## config.mk

```make
export PLATFORM = sky130hd
export DESIGN_NAME = sb_dep_matrix
export DESIGN_NICKNAME = d
export VERILOG_FILES = /design/src/rtl/sb_pkg.sv /design/src/rtl/sb_branch_rows.sv /design/src/rtl/sb_issue_ctl.sv /design/src/rtl/sb_fu_row.sv /design/src/rtl/sb_dep_matrix.sv
export SDC_FILE = /design/constraint.sdc
export NUM_CORES = 1
export LEC_CHECK = 0
export BUFFER_PORTS_ARGS = -buffer_cell sky130_fd_sc_hd__buf_2
export CAP_MARGIN = 20
export CORE_MARGIN = 4
export CORE_UTILIZATION = 54
export DETAILED_ROUTE_END_ITERATION = 12
export PLACE_DENSITY = 0.87
export SYNTH_ARGS = -nofsm -noshare
export SYNTH_HDL_FRONTEND = slang
export SYNTH_SLANG_ARGS = --single-unit
```

## constraint.sdc

```tcl
create_clock -name clk -period 2.3 [get_ports clk]
set_input_delay 0 -clock clk [delete_from_list [all_inputs] [get_ports clk]]
set_output_delay 0 -clock clk [all_outputs]
set_load 0.01 [all_outputs]
```

## src/rtl/sb_pkg.sv

```systemverilog
package sb_pkg;
  localparam int unsigned SB_FUS   = 4;
  localparam int unsigned SB_BRS   = 2;
  localparam int unsigned SB_REG_W = 5;

  function automatic int unsigned idx_w(input int unsigned n);
    return (n > 1) ? $clog2(n) : 1;
  endfunction
endpackage

```

## src/rtl/sb_branch_rows.sv

```systemverilog
module sb_branch_rows #(
  parameter int unsigned NUM_BR = 2,
  parameter int unsigned BR_W   = 1
) (
  input  logic              clk,
  input  logic              rst_n,
  input  logic              br_issue_vld,
  input  logic [BR_W-1:0]   br_issue_idx,
  input  logic [NUM_BR-1:0] br_ok,
  input  logic [NUM_BR-1:0] br_bad,
  output logic [NUM_BR-1:0] br_busy,
  output logic [NUM_BR-1:0] br_rel
);
  logic [NUM_BR-1:0] busy_q, busy_d, open_v;

  always_comb begin
    open_v = '0;
    if (br_issue_vld) open_v[br_issue_idx] = 1'b1;
    br_rel = (br_ok | br_bad) & busy_q;
    busy_d = (busy_q | open_v) & ~(br_ok | br_bad);
  end

  always_ff @(posedge clk or negedge rst_n) begin
    if (!rst_n) busy_q <= '0;
    else        busy_q <= busy_d;
  end

  assign br_busy = busy_q;

  for (genvar b = 0; b < NUM_BR; b++) begin : g_chk
    assert_branch_resolve_R8 : assert property (@(posedge clk) disable iff (!rst_n)
      (br_ok[b] || br_bad[b]) |=> !br_busy[b]);
    assert_branch_open_R11 : assert property (@(posedge clk) disable iff (!rst_n)
      (br_issue_vld && br_issue_idx == b && !br_ok[b] && !br_bad[b]) |=> br_busy[b]);
  end
endmodule

```

## src/rtl/sb_issue_ctl.sv

```systemverilog
module sb_issue_ctl #(
  parameter int unsigned NUM_FU = 4,
  parameter int unsigned NUM_BR = 2,
  parameter int unsigned REG_W  = 5,
  parameter int unsigned FU_W   = 2
) (
  input  logic                           issue_vld,
  input  logic [FU_W-1:0]                issue_fu,
  input  logic [REG_W-1:0]               issue_dst,
  input  logic [REG_W-1:0]               issue_src1,
  input  logic [REG_W-1:0]               issue_src2,
  input  logic [NUM_FU-1:0]              busy,
  input  logic [NUM_FU-1:0]              rd_pend,
  input  logic [NUM_FU-1:0][REG_W-1:0]   dst_a,
  input  logic [NUM_FU-1:0][REG_W-1:0]   s1_a,
  input  logic [NUM_FU-1:0][REG_W-1:0]   s2_a,
  input  logic [NUM_FU-1:0]              rd_fire,
  input  logic [NUM_FU-1:0]              free,
  input  logic [NUM_BR-1:0]              br_busy,
  input  logic [NUM_BR-1:0]              br_rel,
  output logic                           stall,
  output logic [NUM_FU-1:0]              take,
  output logic [NUM_FU-1:0]              raw_new,
  output logic [NUM_FU-1:0]              war_new,
  output logic [NUM_BR-1:0]              shd_new
);
  logic [NUM_FU-1:0] alive, dst_hit;

  always_comb begin
    for (int j = 0; j < NUM_FU; j++) begin
      alive[j]   = busy[j] & ~free[j];
      dst_hit[j] = alive[j] & (dst_a[j] == issue_dst);
      raw_new[j] = alive[j] & ((dst_a[j] == issue_src1) | (dst_a[j] == issue_src2));
      war_new[j] = alive[j] & rd_pend[j] & ~rd_fire[j] &
                   ((s1_a[j] == issue_dst) | (s2_a[j] == issue_dst));
    end
    stall = issue_vld & (busy[issue_fu] | (|dst_hit));
    take  = '0;
    if (issue_vld && !stall) take[issue_fu] = 1'b1;
    shd_new = br_busy & ~br_rel;
  end
endmodule

```

## src/rtl/sb_fu_row.sv

```systemverilog
module sb_fu_row #(
  parameter int unsigned NUM_FU = 4,
  parameter int unsigned NUM_BR = 2,
  parameter int unsigned REG_W  = 5
) (
  input  logic              clk,
  input  logic              rst_n,
  input  logic              take_i,
  input  logic [REG_W-1:0]  dst_i,
  input  logic [REG_W-1:0]  s1_i,
  input  logic [REG_W-1:0]  s2_i,
  input  logic [NUM_FU-1:0] raw_new_i,
  input  logic [NUM_FU-1:0] war_new_i,
  input  logic [NUM_BR-1:0] shd_new_i,
  input  logic              rd_done_i,
  input  logic              res_rdy_i,
  input  logic              wr_done_i,
  input  logic [NUM_FU-1:0] peer_rd_fire_i,
  input  logic [NUM_FU-1:0] peer_free_i,
  input  logic [NUM_BR-1:0] br_rel_i,
  input  logic [NUM_BR-1:0] br_bad_i,
  output logic              busy_o,
  output logic              rd_pend_o,
  output logic [REG_W-1:0]  dst_o,
  output logic [REG_W-1:0]  s1_o,
  output logic [REG_W-1:0]  s2_o,
  output logic              go_rd_o,
  output logic              go_wr_o,
  output logic              rd_fire_o,
  output logic              wr_fire_o,
  output logic              kill_o
);
  logic              busy_q, busy_d, rdp_q, rdp_d;
  logic [NUM_FU-1:0] raw_q, raw_d, war_q, war_d;
  logic [NUM_BR-1:0] shd_q, shd_d;
  logic [REG_W-1:0]  dst_q, s1_q, s2_q;

  assign kill_o    = busy_q & (|(shd_q & br_bad_i));
  assign go_rd_o   = busy_q & rdp_q & ~(|raw_q);
  assign rd_fire_o = go_rd_o & rd_done_i & ~kill_o;
  assign go_wr_o   = busy_q & ~rdp_q & res_rdy_i & ~(|shd_q) & ~(|war_q);
  assign wr_fire_o = go_wr_o & wr_done_i;

  always_comb begin
    busy_d = busy_q;
    rdp_d  = rdp_q & ~rd_fire_o;
    raw_d  = raw_q & ~peer_free_i;
    war_d  = war_q & ~(peer_rd_fire_i | peer_free_i);
    shd_d  = shd_q & ~br_rel_i;
    if (take_i) begin
      busy_d = 1'b1;
      rdp_d  = 1'b1;
      raw_d  = raw_new_i;
      war_d  = war_new_i;
      shd_d  = shd_new_i;
    end else if (wr_fire_o || kill_o) begin
      busy_d = 1'b0;
      rdp_d  = 1'b0;
      raw_d  = '0;
      war_d  = '0;
      shd_d  = '0;
    end
  end

  always_ff @(posedge clk or negedge rst_n) begin
    if (!rst_n) begin
      busy_q <= 1'b0;
      rdp_q  <= 1'b0;
      raw_q  <= '0;
      war_q  <= '0;
      shd_q  <= '0;
    end else begin
      busy_q <= busy_d;
      rdp_q  <= rdp_d;
      raw_q  <= raw_d;
      war_q  <= war_d;
      shd_q  <= shd_d;
    end
  end

  always_ff @(posedge clk) begin
    if (take_i) begin
      dst_q <= dst_i;
      s1_q  <= s1_i;
      s2_q  <= s2_i;
    end
  end

  assign busy_o    = busy_q;
  assign rd_pend_o = rdp_q;
  assign dst_o     = dst_q;
  assign s1_o      = s1_q;
  assign s2_o      = s2_q;

  assert_take_idle_R2 : assert property (@(posedge clk) disable iff (!rst_n)
    take_i |-> !busy_q);
  assert_read_once_R4 : assert property (@(posedge clk) disable iff (!rst_n)
    rd_fire_o |=> !go_rd_o);
  assert_write_frees_R6 : assert property (@(posedge clk) disable iff (!rst_n)
    wr_fire_o |=> !busy_o);
  assert_cancel_frees_R9 : assert property (@(posedge clk) disable iff (!rst_n)
    kill_o |=> !busy_o);
endmodule

```

## src/rtl/sb_dep_matrix.sv

```systemverilog
module sb_dep_matrix
  import sb_pkg::*;
#(
  parameter int unsigned NUM_FU = SB_FUS,
  parameter int unsigned NUM_BR = SB_BRS,
  parameter int unsigned REG_W  = SB_REG_W,
  localparam int unsigned FU_W  = idx_w(NUM_FU),
  localparam int unsigned BR_W  = idx_w(NUM_BR)
) (
  input  logic              clk,
  input  logic              rst_n,
  input  logic              issue_vld,
  input  logic [FU_W-1:0]   issue_fu,
  input  logic [REG_W-1:0]  issue_dst,
  input  logic [REG_W-1:0]  issue_src1,
  input  logic [REG_W-1:0]  issue_src2,
  output logic              issue_stall,
  input  logic [NUM_FU-1:0] rd_done,
  input  logic [NUM_FU-1:0] res_rdy,
  input  logic [NUM_FU-1:0] wr_done,
  output logic [NUM_FU-1:0] go_rd,
  output logic [NUM_FU-1:0] go_wr,
  output logic [NUM_FU-1:0] fu_busy,
  output logic [NUM_FU-1:0] fu_cancel,
  input  logic              br_issue_vld,
  input  logic [BR_W-1:0]   br_issue_idx,
  input  logic [NUM_BR-1:0] br_ok,
  input  logic [NUM_BR-1:0] br_bad,
  output logic [NUM_BR-1:0] br_active
);
  logic [NUM_FU-1:0]            busy, rdp, rd_fire, wr_fire, kill, free, take;
  logic [NUM_FU-1:0]            raw_new, war_new;
  logic [NUM_FU-1:0][REG_W-1:0] dst_a, s1_a, s2_a;
  logic [NUM_BR-1:0]            br_busy, br_rel, shd_new;

  assign free = wr_fire | kill;

  sb_branch_rows #(.NUM_BR(NUM_BR), .BR_W(BR_W)) u_br (
    .clk(clk), .rst_n(rst_n), .br_issue_vld(br_issue_vld),
    .br_issue_idx(br_issue_idx), .br_ok(br_ok), .br_bad(br_bad),
    .br_busy(br_busy), .br_rel(br_rel));

  sb_issue_ctl #(.NUM_FU(NUM_FU), .NUM_BR(NUM_BR), .REG_W(REG_W), .FU_W(FU_W)) u_iss (
    .issue_vld(issue_vld), .issue_fu(issue_fu), .issue_dst(issue_dst),
    .issue_src1(issue_src1), .issue_src2(issue_src2), .busy(busy), .rd_pend(rdp),
    .dst_a(dst_a), .s1_a(s1_a), .s2_a(s2_a), .rd_fire(rd_fire), .free(free),
    .br_busy(br_busy), .br_rel(br_rel), .stall(issue_stall), .take(take),
    .raw_new(raw_new), .war_new(war_new), .shd_new(shd_new));

  for (genvar i = 0; i < NUM_FU; i++) begin : g_row
    sb_fu_row #(.NUM_FU(NUM_FU), .NUM_BR(NUM_BR), .REG_W(REG_W)) u_row (
      .clk(clk), .rst_n(rst_n), .take_i(take[i]),
      .dst_i(issue_dst), .s1_i(issue_src1), .s2_i(issue_src2),
      .raw_new_i(raw_new), .war_new_i(war_new), .shd_new_i(shd_new),
      .rd_done_i(rd_done[i]), .res_rdy_i(res_rdy[i]), .wr_done_i(wr_done[i]),
      .peer_rd_fire_i(rd_fire), .peer_free_i(free),
      .br_rel_i(br_rel), .br_bad_i(br_bad),
      .busy_o(busy[i]), .rd_pend_o(rdp[i]), .dst_o(dst_a[i]),
      .s1_o(s1_a[i]), .s2_o(s2_a[i]), .go_rd_o(go_rd[i]), .go_wr_o(go_wr[i]),
      .rd_fire_o(rd_fire[i]), .wr_fire_o(wr_fire[i]), .kill_o(kill[i]));
  end

  assign fu_busy   = busy;
  assign fu_cancel = kill;
  assign br_active = br_busy;

  for (genvar i = 0; i < NUM_FU; i++) begin : g_pair_i
    for (genvar j = i + 1; j < NUM_FU; j++) begin : g_pair_j
      assert_unique_dst_R2 : assert property (@(posedge clk) disable iff (!rst_n)
        !(busy[i] && busy[j] && dst_a[i] == dst_a[j]));
    end
  end
endmodule

```

==> out/results.txt, run 1 <==
Met1 WL = 6.12 mm
Final hold vios = 0
Post-synth top cells = edfxtp_1, xnor2_1, dfrtp_1
Final Setup Violations = 51
Final nets = 597
Sw frac = 31.9%
Area leader, netlist = edfxtp_1
Gpl congestion = 0.924
Layout overhead on the synthesized area = 21.7%
Die width = 111 um
H-tree depth = 3
Top cells by area, synth = edfxtp_1, dfrtp_1, xnor2_1
Area of the multi-input gates = 2450 um2
Status = finished with violations
RSZ-0062 raised after global routing = true
Crit path DAT = 2.64 ns
#FFs+latches synth = 110
Failing checks = setup timing
Layout fillers = 672
Ports = 57
Starting Density = 55.3%
Avg Cell Area, Syn = 12.5 um2
Cell count after synthesis = 456
CTS buffer count = 9
Hold path depth = 5
Number of synthesized flops with an enable pin = 60
Tmin final = 2.36 ns
CTS Buffer Depth = 2
Routed via count = 4391
Hold slack = 0.0342 ns
Max Cap Viol = 0
Switch Pwr = 1.69 mW
Worst Setup SP = g_row[3].u_row.war_q[0]
Pin count of the biggest net entering global routing = 27
CTS tree = built
Flop pwr share = 44.9%
Startpoint types = register
CP max FO = 10
Final slew viol count = 0
Seq. cell area = 3050 um2
Post-DR wirelength/cell = 23.8 um
FF-to-FF path depth = 7
Logic pwr share = 27.4%
Critical path type = reg2reg
Sequential share of the synthesized area = 53.7%
# port buffers = 56
First drt pass iteration count = 5
Area of the core = 10300 um2
Clk Tree Root Cell = clkbuf_8
WL met3 = 1.61 mm
Final WS setup = -0.0642 ns
Crit path required time = 2.58 ns
Post-route ant nets = 0
Clock sinks = 110
Netlist cell types = 50
Most common cell in the netlist = edfxtp_1
DRT Wirelength = 16.7 mm
Clock power share = 27.8%
Total power = 5.30 mW
First-pass GRT wire length = 24.8 mm
Top_reg_cell synth = edfxtp_1
Layout cells sized above 1 = 30.0%
Hold crit path type = in2reg
Site Rows = 37
Vias in the first global route = 4471
Internal = 3.60 mW
Area share of the largest cell type after synthesis = 31.7%
Total track usage = 26.2%
Vias per cell = 6.27
Hpwl dp = 9.80 mm
Crit. End Element = register
Die H = 111 um
Fraction of registers with async set/reset = 45.5%
RR Startpoint = g_row[3].u_row.war_q[0]
Initial DRC count = 638
Mapped Nets = 494
# DRC = 0
Pleak = 3.05 nW
DR WL met2 = 8.04 mm
Insertion delay to the later sink of the worst-skew pair = 0.41 ns
Initial antenna violation count = 0
VDD IR max = 0.000502 V
Clk slew on worst S/H paths = 0.10 ns
Post-Place Cell Area = 6200 um2
Setup slack, reg-to-reg = -0.06 ns
Die Footprint = 12200 um2
Hold_sp = rd_done[0]
Synthesized area = 5680 um2
Dpl ws = -0.167 ns
Top Layer Used = met4
Slew HR = 45.2%
Antenna fix cells = 0
Synthesis warning total = 0
Clk_skew = 0.0188 ns
PD cells = 766 nW/um2
Fmax achieved = 423 MHz
Final period util = 103%
Grt ovf = 0
Post-route cell area = 6920 um2
Least-Margin Pin Slew = 0.820 ns
## metrics by stage
stage,cells,setup TNS [ns],util (%)
floorplan,456,0,-
global placement,651,-1.47,60.4
detailed placement,651,-8.75,60.4
CTS,697,0,66.5
global route,700,-7.96,67.3
finish,700,-1.17,67.3
## layer usage
layer  GRT usage [%]  vias to the layer above
met1            32.2                     2121
met5               0                        -
met2            42.8                      349
met4            13.5                        0
li1                -                     1827
met3            6.58                       94
## registers in the layout, summed over array words and instances (netlist names)
name,count
g_row.u_row.busy_o,4
g_row.u_row.dst_o,20
g_row.u_row.raw_q,16
g_row.u_row.rd_pend_o,4
g_row.u_row.s1_o,20
g_row.u_row.s2_o,20
g_row.u_row.shd_q,8
g_row.u_row.war_q,16
u_br.br_busy,2
## timing repair
action                                  in CTS  in global routing
endpoints found under the setup margin      98                103
pin swaps                                    9                  4
hold endpoints to repair                    83                  0
setup buffers                               11                  3
gates resized for setup                     13                 12
hold buffers                                21                  0
## power by group through the flow
stage / registers [mW] / clock network (mW) / logic, mW
floorplan: 2.41 / 0 / 0.806
global placement: 2.40 / 0 / 1.20
detailed placement: 2.41 / 0 / 1.23
CTS: 2.36 / 1.44 / 1.33
global route: 2.39 / 1.56 / 1.53
finish: 2.38 / 1.47 / 1.45
## cell families after synthesis
kind of cell,share of synthesized area (%)
AND/OR/NAND/NOR,15.5
flip-flops,53.7
XOR/XNOR,15.4
buffers and inverters,4.51
multiplexers,6.83
AO/OA/AOI/OAI,3.96
## cells in the final DEF (no fill, tap or decap), types with 3 or more instances in the layout
| cell | synthesis | layout |
|---|---|---|
| a21oi_1 | 7 | 6 |
| a31oi_1 | 3 | 3 |
| and3_1 | 33 | 32 |
| buf_12 | 0 | 6 |
| buf_2 | 1 | 56 |
| buf_4 | 22 | 37 |
| buf_6 | 3 | 5 |
| bufinv_16 | 0 | 3 |
| clkbuf_8 | 0 | 9 |
| clkinvlp_4 | 0 | 4 |
| dfrtp_1 | 50 | 50 |
| dlygate4sd3_1 | 0 | 21 |
| edfxtp_1 | 60 | 60 |
| inv_6 | 0 | 4 |
| mux2_2 | 12 | 12 |
| mux2_4 | 9 | 9 |
| mux2i_1 | 8 | 8 |
| nand2_1 | 26 | 25 |
| nand3_1 | 28 | 27 |
| nand3_2 | 2 | 3 |
| nor2_1 | 4 | 4 |
| nor2b_1 | 3 | 3 |
| nor3_1 | 22 | 22 |
| nor3b_1 | 4 | 3 |
| nor4_1 | 4 | 3 |
| o21ai_0 | 3 | 3 |
| xnor2_1 | 51 | 51 |
| xor2_1 | 49 | 49 |
## critical path, stage by stage, from the launching register on
cell      delay [ns]
dfrtp_1         0.42
nor4_4          0.31
nand3_2         0.17
nor3b_4         0.20
a311oi_4        0.38
nand4_2         0.24
buf_6           0.22
mux2_4          0.31
## layout make-up
class,instances,share of cell area [%]
well taps,136,2.46
inverters,6,0.543
flip-flops and latches,110,44.1
clock inverters,7,1.81
clock buffers,9,1.79
repair buffers,126,13.9
multi-input cells,306,35.4
## final timing paths
| path | endpoint |
|---|---|
| worst max-delay path | g_row[2].u_row.war_q[1] |
| max in group asynchronous | g_row[3].u_row.war_q[2] |
| min in group asynchronous | g_row[1].u_row.war_q[1] |
| worst max register to register | g_row[2].u_row.war_q[1] |
| worst min register to register | g_row[0].u_row.raw_q[0] |
| worst min-delay path | g_row[0].u_row.rd_pend_o |
Power figures use the tool's default switching activity.
==> run 2: changes to the inputs <==
--- a/config.mk
+++ b/config.mk
@@ -10,7 +10,7 @@
 export CORE_MARGIN = 4
 export CORE_UTILIZATION = 54
 export DETAILED_ROUTE_END_ITERATION = 12
-export PLACE_DENSITY = 0.87
+export PLACE_DENSITY = 0.77
 export SYNTH_ARGS = -nofsm -noshare
 export SYNTH_HDL_FRONTEND = slang
 export SYNTH_SLANG_ARGS = --single-unit
==> run 2 against run 1 <==
- the flow still finishes with violations (setup timing)
- via count decreased by 6.8%
- sequential share of layout area up 0.12 points
- maximum frequency up 0.94%
- clock power down 20%
- first-iteration DRC count down 43%
- utilization shrank 0.18 points
- worst hold slack worse by 0.030 ns
- sequential cell count is the same
- cell count up 0.43%
- final area is 0.27% lower
- critical path type unchanged
- critical endpoint is now g_row[2].u_row.raw_q[1]
- highest routed layer unchanged
==> out/results.txt, run 2 (synthesis results as in run 1) <==
Status = finished with violations (unchanged)
Failing checks = setup timing (unchanged)
Layout overhead on the synthesized area = 21.4% (was 21.7%)
RSZ-0062 raised after global routing = true (unchanged)
Commonest non-fill, non-tap cells in the layout = edfxtp_1, buf_2, xnor2_1 (unchanged)
Fmax achieved = 427 MHz (was 423 MHz)
Ports = 57 (unchanged)
VDD IR max = 0.000453 V (was 0.000502 V)
H-tree depth = 3 (unchanged)
Layout cells sized above 1 = 31.2% (was 30.0%)
Initial DRC count = 364 (was 638)
Die Footprint = 12200 um2 (unchanged)
Crit path required time = 2.57 ns (was 2.58 ns)
Max Cap Viol = 0 (unchanged)
Clk Tree Root Cell = clkbuf_8 (unchanged)
CTS Buffer Depth = 2 (unchanged)
Total track usage = 23.1% (was 26.2%)
# port buffers = 56 (unchanged)
Hold_sp = issue_src1[2] (was rd_done[0])
Crit path DAT = 2.61 ns (was 2.64 ns)
Flop pwr share = 47.7% (was 44.9%)
# DRC = 0 (unchanged)
Final TNS setup = -0.190 ns (was -1.17 ns)
Total power = 4.96 mW (was 5.30 mW)
Tmin final = 2.34 ns (was 2.36 ns)
Worst Setup SP = g_row[3].u_row.shd_q[1] (was g_row[3].u_row.war_q[0])
CP max FO = 12 (was 10)
Least-Margin Pin Slew = 0.950 ns (was 0.820 ns)
Clk slew on worst S/H paths = 0.10 ns (about the same)
First-pass GRT wire length = 21.8 mm (was 24.8 mm)
Most common cell after layout, fill and taps aside = edfxtp_1 (unchanged)
Insertion delay to the later sink of the worst-skew pair = 0.38 ns (was 0.41 ns)
Switch Pwr = 1.56 mW (was 1.69 mW)
Final hold vios = 0 (unchanged)
Startpoint types = register (unchanged)
RR Startpoint = g_row[3].u_row.shd_q[1] (was g_row[3].u_row.war_q[0])
Sw frac = 31.4% (was 31.9%)
Vias per cell = 5.82 (was 6.27)
Site Rows = 37 (unchanged)
Final Setup Violations = 14 (was 51)
Logic pwr share = 28.7% (was 27.4%)
Post-Place Cell Area = 6190 um2 (was 6200 um2)
Critical path type = reg2reg (unchanged)
Final slew viol count = 0 (unchanged)
Post-DR wirelength/cell = 20.5 um (was 23.8 um)
Crit. End Element = register (unchanged)
Clk_skew = 0.0121 ns (was 0.0188 ns)
PD cells = 719 nW/um2 (was 766 nW/um2)
Gpl congestion = 0.838 (was 0.924)
Final WS setup = -0.0421 ns (was -0.0642 ns)
Dpl ws = -0.0782 ns (was -0.167 ns)
Final period util = 102% (was 103%)
Die H = 111 um (unchanged)
Post-route cell area = 6900 um2 (was 6920 um2)
Grt ovf = 0 (unchanged)
Post-route ant nets = 0 (unchanged)
Final nets = 600 (was 597)
Clock power share = 23.6% (was 27.8%)
DRT Wirelength = 14.4 mm (was 16.7 mm)
Hpwl dp = 9.76 mm (was 9.80 mm)
CTS buffer count = 9 (unchanged)
Vias in the first global route = 4058 (was 4471)
Internal = 3.40 mW (was 3.60 mW)
First drt pass iteration count = 5 (unchanged)
Hold crit path type = in2reg (unchanged)
Pleak = 3.05 nW (about the same)
Area of the core = 10300 um2 (unchanged)
CTS tree = built (unchanged)
Antenna fix cells = 0 (unchanged)
Initial antenna violation count = 0 (unchanged)
Pin count of the biggest net entering global routing = 29 (was 27)
Die width = 111 um (unchanged)
Clock sinks = 110 (unchanged)
Routed via count = 4091 (was 4391)
Slew HR = 36.0% (was 45.2%)
Starting Density = 55.3% (unchanged)
## run 2: through the flow
| step | instances | hold slack (ns) | util, % |
|---|---|---|---|
| floorplan | 456 | -0.296 | - |
| detailed placement | 649 | -0.0107 | 60.2 |
| CTS | 685 | 0.000224 | 64.3 |
| global placement | 649 | -0.0136 | 60.2 |
| global route | 703 | 0.00236 | 67.1 |
| finish | 703 | 0.00373 | 67.1 |
## run 2: final cells by class
cell class	instances	area (um2)
Clock buffer	9	124
Timing Repair Buffer	128	976
Multi-Input combinational cell	306	2460
Sequential cell	110	3050
Timing Repair inverter	1	7.51
Tap cell	136	170
Clock inverter	7	72.6
Fill cell	755	3380
Inverter	6	37.5
## run 2: path summary, 6_finish.rpt
| check | endpoint | slack, ns | cells past startpoint |
|---|---|---|---|
| worst max-delay path | g_row[2].u_row.raw_q[1] | -0.04 | 8 |
| worst min-delay path | g_row[1].u_row.s1_o[2] | 0.004 | 1 |
| worst max register to register | g_row[2].u_row.raw_q[1] | -0.04 | 8 |
| worst min register to register | g_row[1].u_row.rd_pend_o | 0.51 | 2 |
| max in group asynchronous | g_row[3].u_row.rd_pend_o | 1.43 | 3 |
| min in group asynchronous | u_br.br_busy[1] | 0.09 | 2 |
## run 2: routing by layer
layer	GRT usage [%]	vias to the layer above	wire length, um
met2	36.3	192	6900
met4	10.5	0	497
met1	31.8	2023	5960
li1	-	1832	-
met5	0	-	0
met3	3.73	44	1040
## run 2: critical path, stage by stage (launching register included)
cell and delay [ns]:
dfrtp_1 0.45, nor4b_4 0.35, nand3_2 0.13, nor3b_2 0.20, a311oi_4 0.31, buf_4 0.17
nand4_2 0.14, buf_6 0.19, mux2_4 0.30
## run 2: timing repair
action                                 4_1_cts  5_1_grt
setup endpoints to repair                   81       92
hold buffers                                17        0
endpoints found under the hold margin       69        0
pin swaps                                    6        7
gates cloned                                 0        3
setup buffers                                4       15
gates resized for setup                      6       20
## run 2: power by group through the flow
stage	sequential (mW)	combinational [mW]	clock, mW
6_report	2.36	1.42	1.17
2_1_floorplan	2.41	0.806	0
5_1_grt	2.38	1.53	1.26
3_5_place_dp	2.40	1.23	0
4_1_cts	2.36	1.28	1.19
3_3_place_gp	2.40	1.22	0
==> run 3: changes to the inputs <==
--- a/config.mk
+++ b/config.mk
@@ -11,6 +11,8 @@
 export CORE_UTILIZATION = 54
 export DETAILED_ROUTE_END_ITERATION = 12
 export PLACE_DENSITY = 0.77
+export SLEW_MARGIN = 20
 export SYNTH_ARGS = -nofsm -noshare
 export SYNTH_HDL_FRONTEND = slang
+export SYNTH_HIERARCHICAL = 1
 export SYNTH_SLANG_ARGS = --single-unit
==> run 3 against run 2 <==
- die area up 0.51%
- critical path type unchanged
- largest power group unchanged
- clock skew is 0.0029 ns higher
- the flow still finishes with violations (setup timing)
- total power is 16% higher
- synthesized area rose by 0.55%
- worst setup slack lost 0.50 ns
- routed wire length rose by 29%
- critical path depth is 2 higher
- register-to-register slack lost 0.50 ns
- final area is 18% higher
- maximum frequency down 18%
- global-route usage up 4.7 points
- largest cell class unchanged
==> out/results.txt, run 3 <==
Status = finished with violations (unchanged)
Failing checks = setup timing (unchanged)
Final nets = 721 (was 600)
Pleak = 3.47 nW (was 3.05 nW)
Clk_skew = 0.0149 ns (was 0.0121 ns)
Hpwl dp = 11.6 mm (was 9.76 mm)
Final Setup Violations = 109 (was 14)
Top_reg_cell synth = edfxtp_1 (unchanged)
Starting Density = 55.3% (about the same)
DRT Wirelength = 18.5 mm (was 14.4 mm)
CTS buffer count = 9 (unchanged)
Pin count of the biggest net entering global routing = 51 (was 29)
Die width = 111 um (about the same)
Grt ovf = 0 (unchanged)
Total track usage = 27.9% (was 23.1%)
Routed via count = 5058 (was 4091)
Commonest non-fill, non-tap cells in the layout = buf_4, xor2_1, edfxtp_1 (was edfxtp_1, buf_2, xnor2_1)
#FFs+latches synth = 110 (unchanged)
CP max FO = 5 (was 12)
Clock sinks = 110 (unchanged)
PD cells = 711 nW/um2 (was 719 nW/um2)
Max stage delay on crit path = 0.43 ns (was 0.45 ns)
Area share of the largest cell type after synthesis = 31.5% (was 31.7%)
Avg Cell Area, Syn = 11.6 um2 (was 12.5 um2)
Netlist cell types = 41 (was 50)
Synthesized area = 5710 um2 (was 5680 um2)
Layout fillers = 594 (was 755)
Most common cell in the netlist = xor2_1 (was edfxtp_1)
Total power = 5.77 mW (was 4.96 mW)
Hold crit path type = in2reg (unchanged)
Top cells by area, synth = edfxtp_1, dfrtp_1, xor2_1 (was edfxtp_1, dfrtp_1, xnor2_1)
Critical path type = reg2reg (unchanged)
VDD IR max = 0.000452 V (was 0.000453 V)
Post-DR wirelength/cell = 22.5 um (was 20.5 um)
Ports = 57 (unchanged)
Final period util = 123% (was 102%)
Sequential share of the synthesized area = 53.4% (was 53.7%)
Vias in the first global route = 4983 (was 4058)
Fmax achieved = 352 MHz (was 427 MHz)
H-tree depth = 3 (unchanged)
# port buffers = 56 (unchanged)
Area of the core = 10300 um2 (about the same)
Post-route ant nets = 0 (unchanged)
Crit. End Element = register (unchanged)
Final WS setup = -0.539 ns (was -0.0421 ns)
Clk Tree Root Cell = clkbuf_8 (unchanged)
CTS tree = built (unchanged)
Cell count after synthesis = 491 (was 456)
Vias per cell = 6.14 (was 5.82)
Insertion delay to the later sink of the worst-skew pair = 0.38 ns (about the same)
Startpoint types = register (unchanged)
Most common cell after layout, fill and taps aside = buf_4 (was edfxtp_1)
Die H = 111 um (about the same)
First-pass GRT wire length = 26.7 mm (was 21.8 mm)
Initial antenna violation count = 0 (unchanged)
Final slew viol count = 0 (unchanged)
CP max-delay cell = dfrtp_1 (unchanged)
Crit path DAT = 2.94 ns (was 2.61 ns)
CTS Buffer Depth = 2 (unchanged)
Clk slew on worst S/H paths = 0.10 ns (about the same)
Layout cells sized above 1 = 41.7% (was 31.2%)
First drt pass iteration count = 5 (unchanged)
Fraction of registers with async set/reset = 45.5% (unchanged)
# DRC = 0 (unchanged)
Crit path required time = 2.40 ns (was 2.57 ns)
Least-Margin Pin Slew = 1.24 ns (was 0.950 ns)
RSZ-0062 raised after global routing = true (unchanged)
Area of the multi-input gates = 3000 um2 (was 2460 um2)
Dpl ws = -0.480 ns (was -0.0782 ns)
Initial DRC count = 464 (was 364)
Antenna fix cells = 0 (unchanged)
Max Cap Viol = 0 (unchanged)
Final hold vios = 0 (unchanged)
Gpl congestion = 0.912 (was 0.838)
Die Footprint = 12300 um2 (was 12200 um2)
Tmin final = 2.84 ns (was 2.34 ns)
Seq. cell area = 3060 um2 (was 3050 um2)
Synthesis warning total = 6 (was 0)
Mapped Nets = 529 (was 494)
Layout overhead on the synthesized area = 42.1% (was 21.4%)
Number of synthesized flops with an enable pin = 60 (unchanged)
Site Rows = 37 (unchanged)
Area leader, netlist = edfxtp_1 (unchanged)
Slew HR = 16.8% (was 36.0%)
Post-synth top cells = xor2_1, edfxtp_1, dfrtp_1 (was edfxtp_1, xnor2_1, dfrtp_1)
CP cell instances = nor4_4 > and4b_1 > or2_4 > nand2b_4 > nor2_2 > a22o_4 > buf_6 > nor4_4 > buf_4 > buf_4 (was nor4b_4 > nand3_2 > nor3b_2 > a311oi_4 > buf_4 > nand4_2 > buf_6 > mux2_4)
[run 3: cell families after synthesis]
group	share of synthesized area [%]
DFF	53.4
AOI/OAI and AO/OA	9.86
xor gates and xnor gates	15.3
buffers and inverters	2.63
and+or+nand+nor	18.4
muxes	0.394
[run 3: repair_timing]
action                     4_1_cts  5_1_grt
pin swaps                       30       23
setup endpoints to repair      109      109
cloned                           1        3
hold buffers                    17        1
hold endpoints to repair        90        2
setup buffers                   13       12
resized for setup               74       54
[run 3: path summary, 6_finish.rpt]
| kind | start | endpoint | slack, ns | depth (start not counted) |
|---|---|---|---|---|
| setup / recovery | g_row[1].u_row/war_q[0] | g_row[3].u_row/dst_o[2] | -0.54 | 10 |
| hold / removal | issue_dst[4] | g_row[3].u_row/dst_o[4] | 0.05 | 2 |
| setup reg to reg | g_row[1].u_row/war_q[0] | g_row[3].u_row/dst_o[2] | -0.54 | 10 |
| hold reg to reg | g_row[1].u_row/raw_q[1] | g_row[1].u_row/raw_q[1] | 0.55 | 2 |
| max in group asynchronous | rst_n | g_row[3].u_row/shd_q[1] | 1.55 | 3 |
| min in group asynchronous | rst_n | g_row[0].u_row/raw_q[1] | 0.25 | 3 |
[run 3: layout make-up]
| cell class | instances | share of cell area [%] |
|---|---|---|
| clock inverter | 3 | 0.539 |
| clock buffer | 13 | 1.83 |
| multi-input combinational | 350 | 37.0 |
| tap | 136 | 2.10 |
| timing repair buffer | 200 | 20.2 |
| sequential | 110 | 37.6 |
| inverter | 12 | 0.709 |
[run 3: power breakdown]
group / total (mW) / leakage, nW / internal, mW / switching [mW]
Combinational: 2.18 / 2.15 / 1.06 / 1.13
Sequential: 2.40 / 1.22 / 2.27 / 0.132
Clock: 1.19 / 0.0980 / 0.538 / 0.647
[run 3: through the flow]
step	hold WS, ns	cells	utilization, %	setup TNS (ns)	area (um2)
2_1_floorplan	-0.296	491	-	-48.19	5910
6_report	0.0523	824	78.6	-45.04	8120
5_1_grt	0.0502	824	78.6	-53.29	8120
3_3_place_gp	0.149	764	67.5	-28.37	6970
3_5_place_dp	0.147	764	67.5	-34.11	6970
4_1_cts	0.00104	811	74.8	-26.74	7720
[run 3: critical path: cells and delay by family (launching register included)]
family          cells  cell delay (ns)
compound gates      1             0.30
flops               1             0.43
buf+inv             3             0.52
simple gates        6             1.30
[run 3: metal layers]
layer | up-vias | wire length [um] | GRT usage, %
li1 | 2174 | - | -
met2 | 292 | 9190 | 45.8
met4 | 0 | 725 | 10.9
met1 | 2524 | 7240 | 37.4
met5 | - | 0 | 0
met3 | 68 | 1370 | 4.04
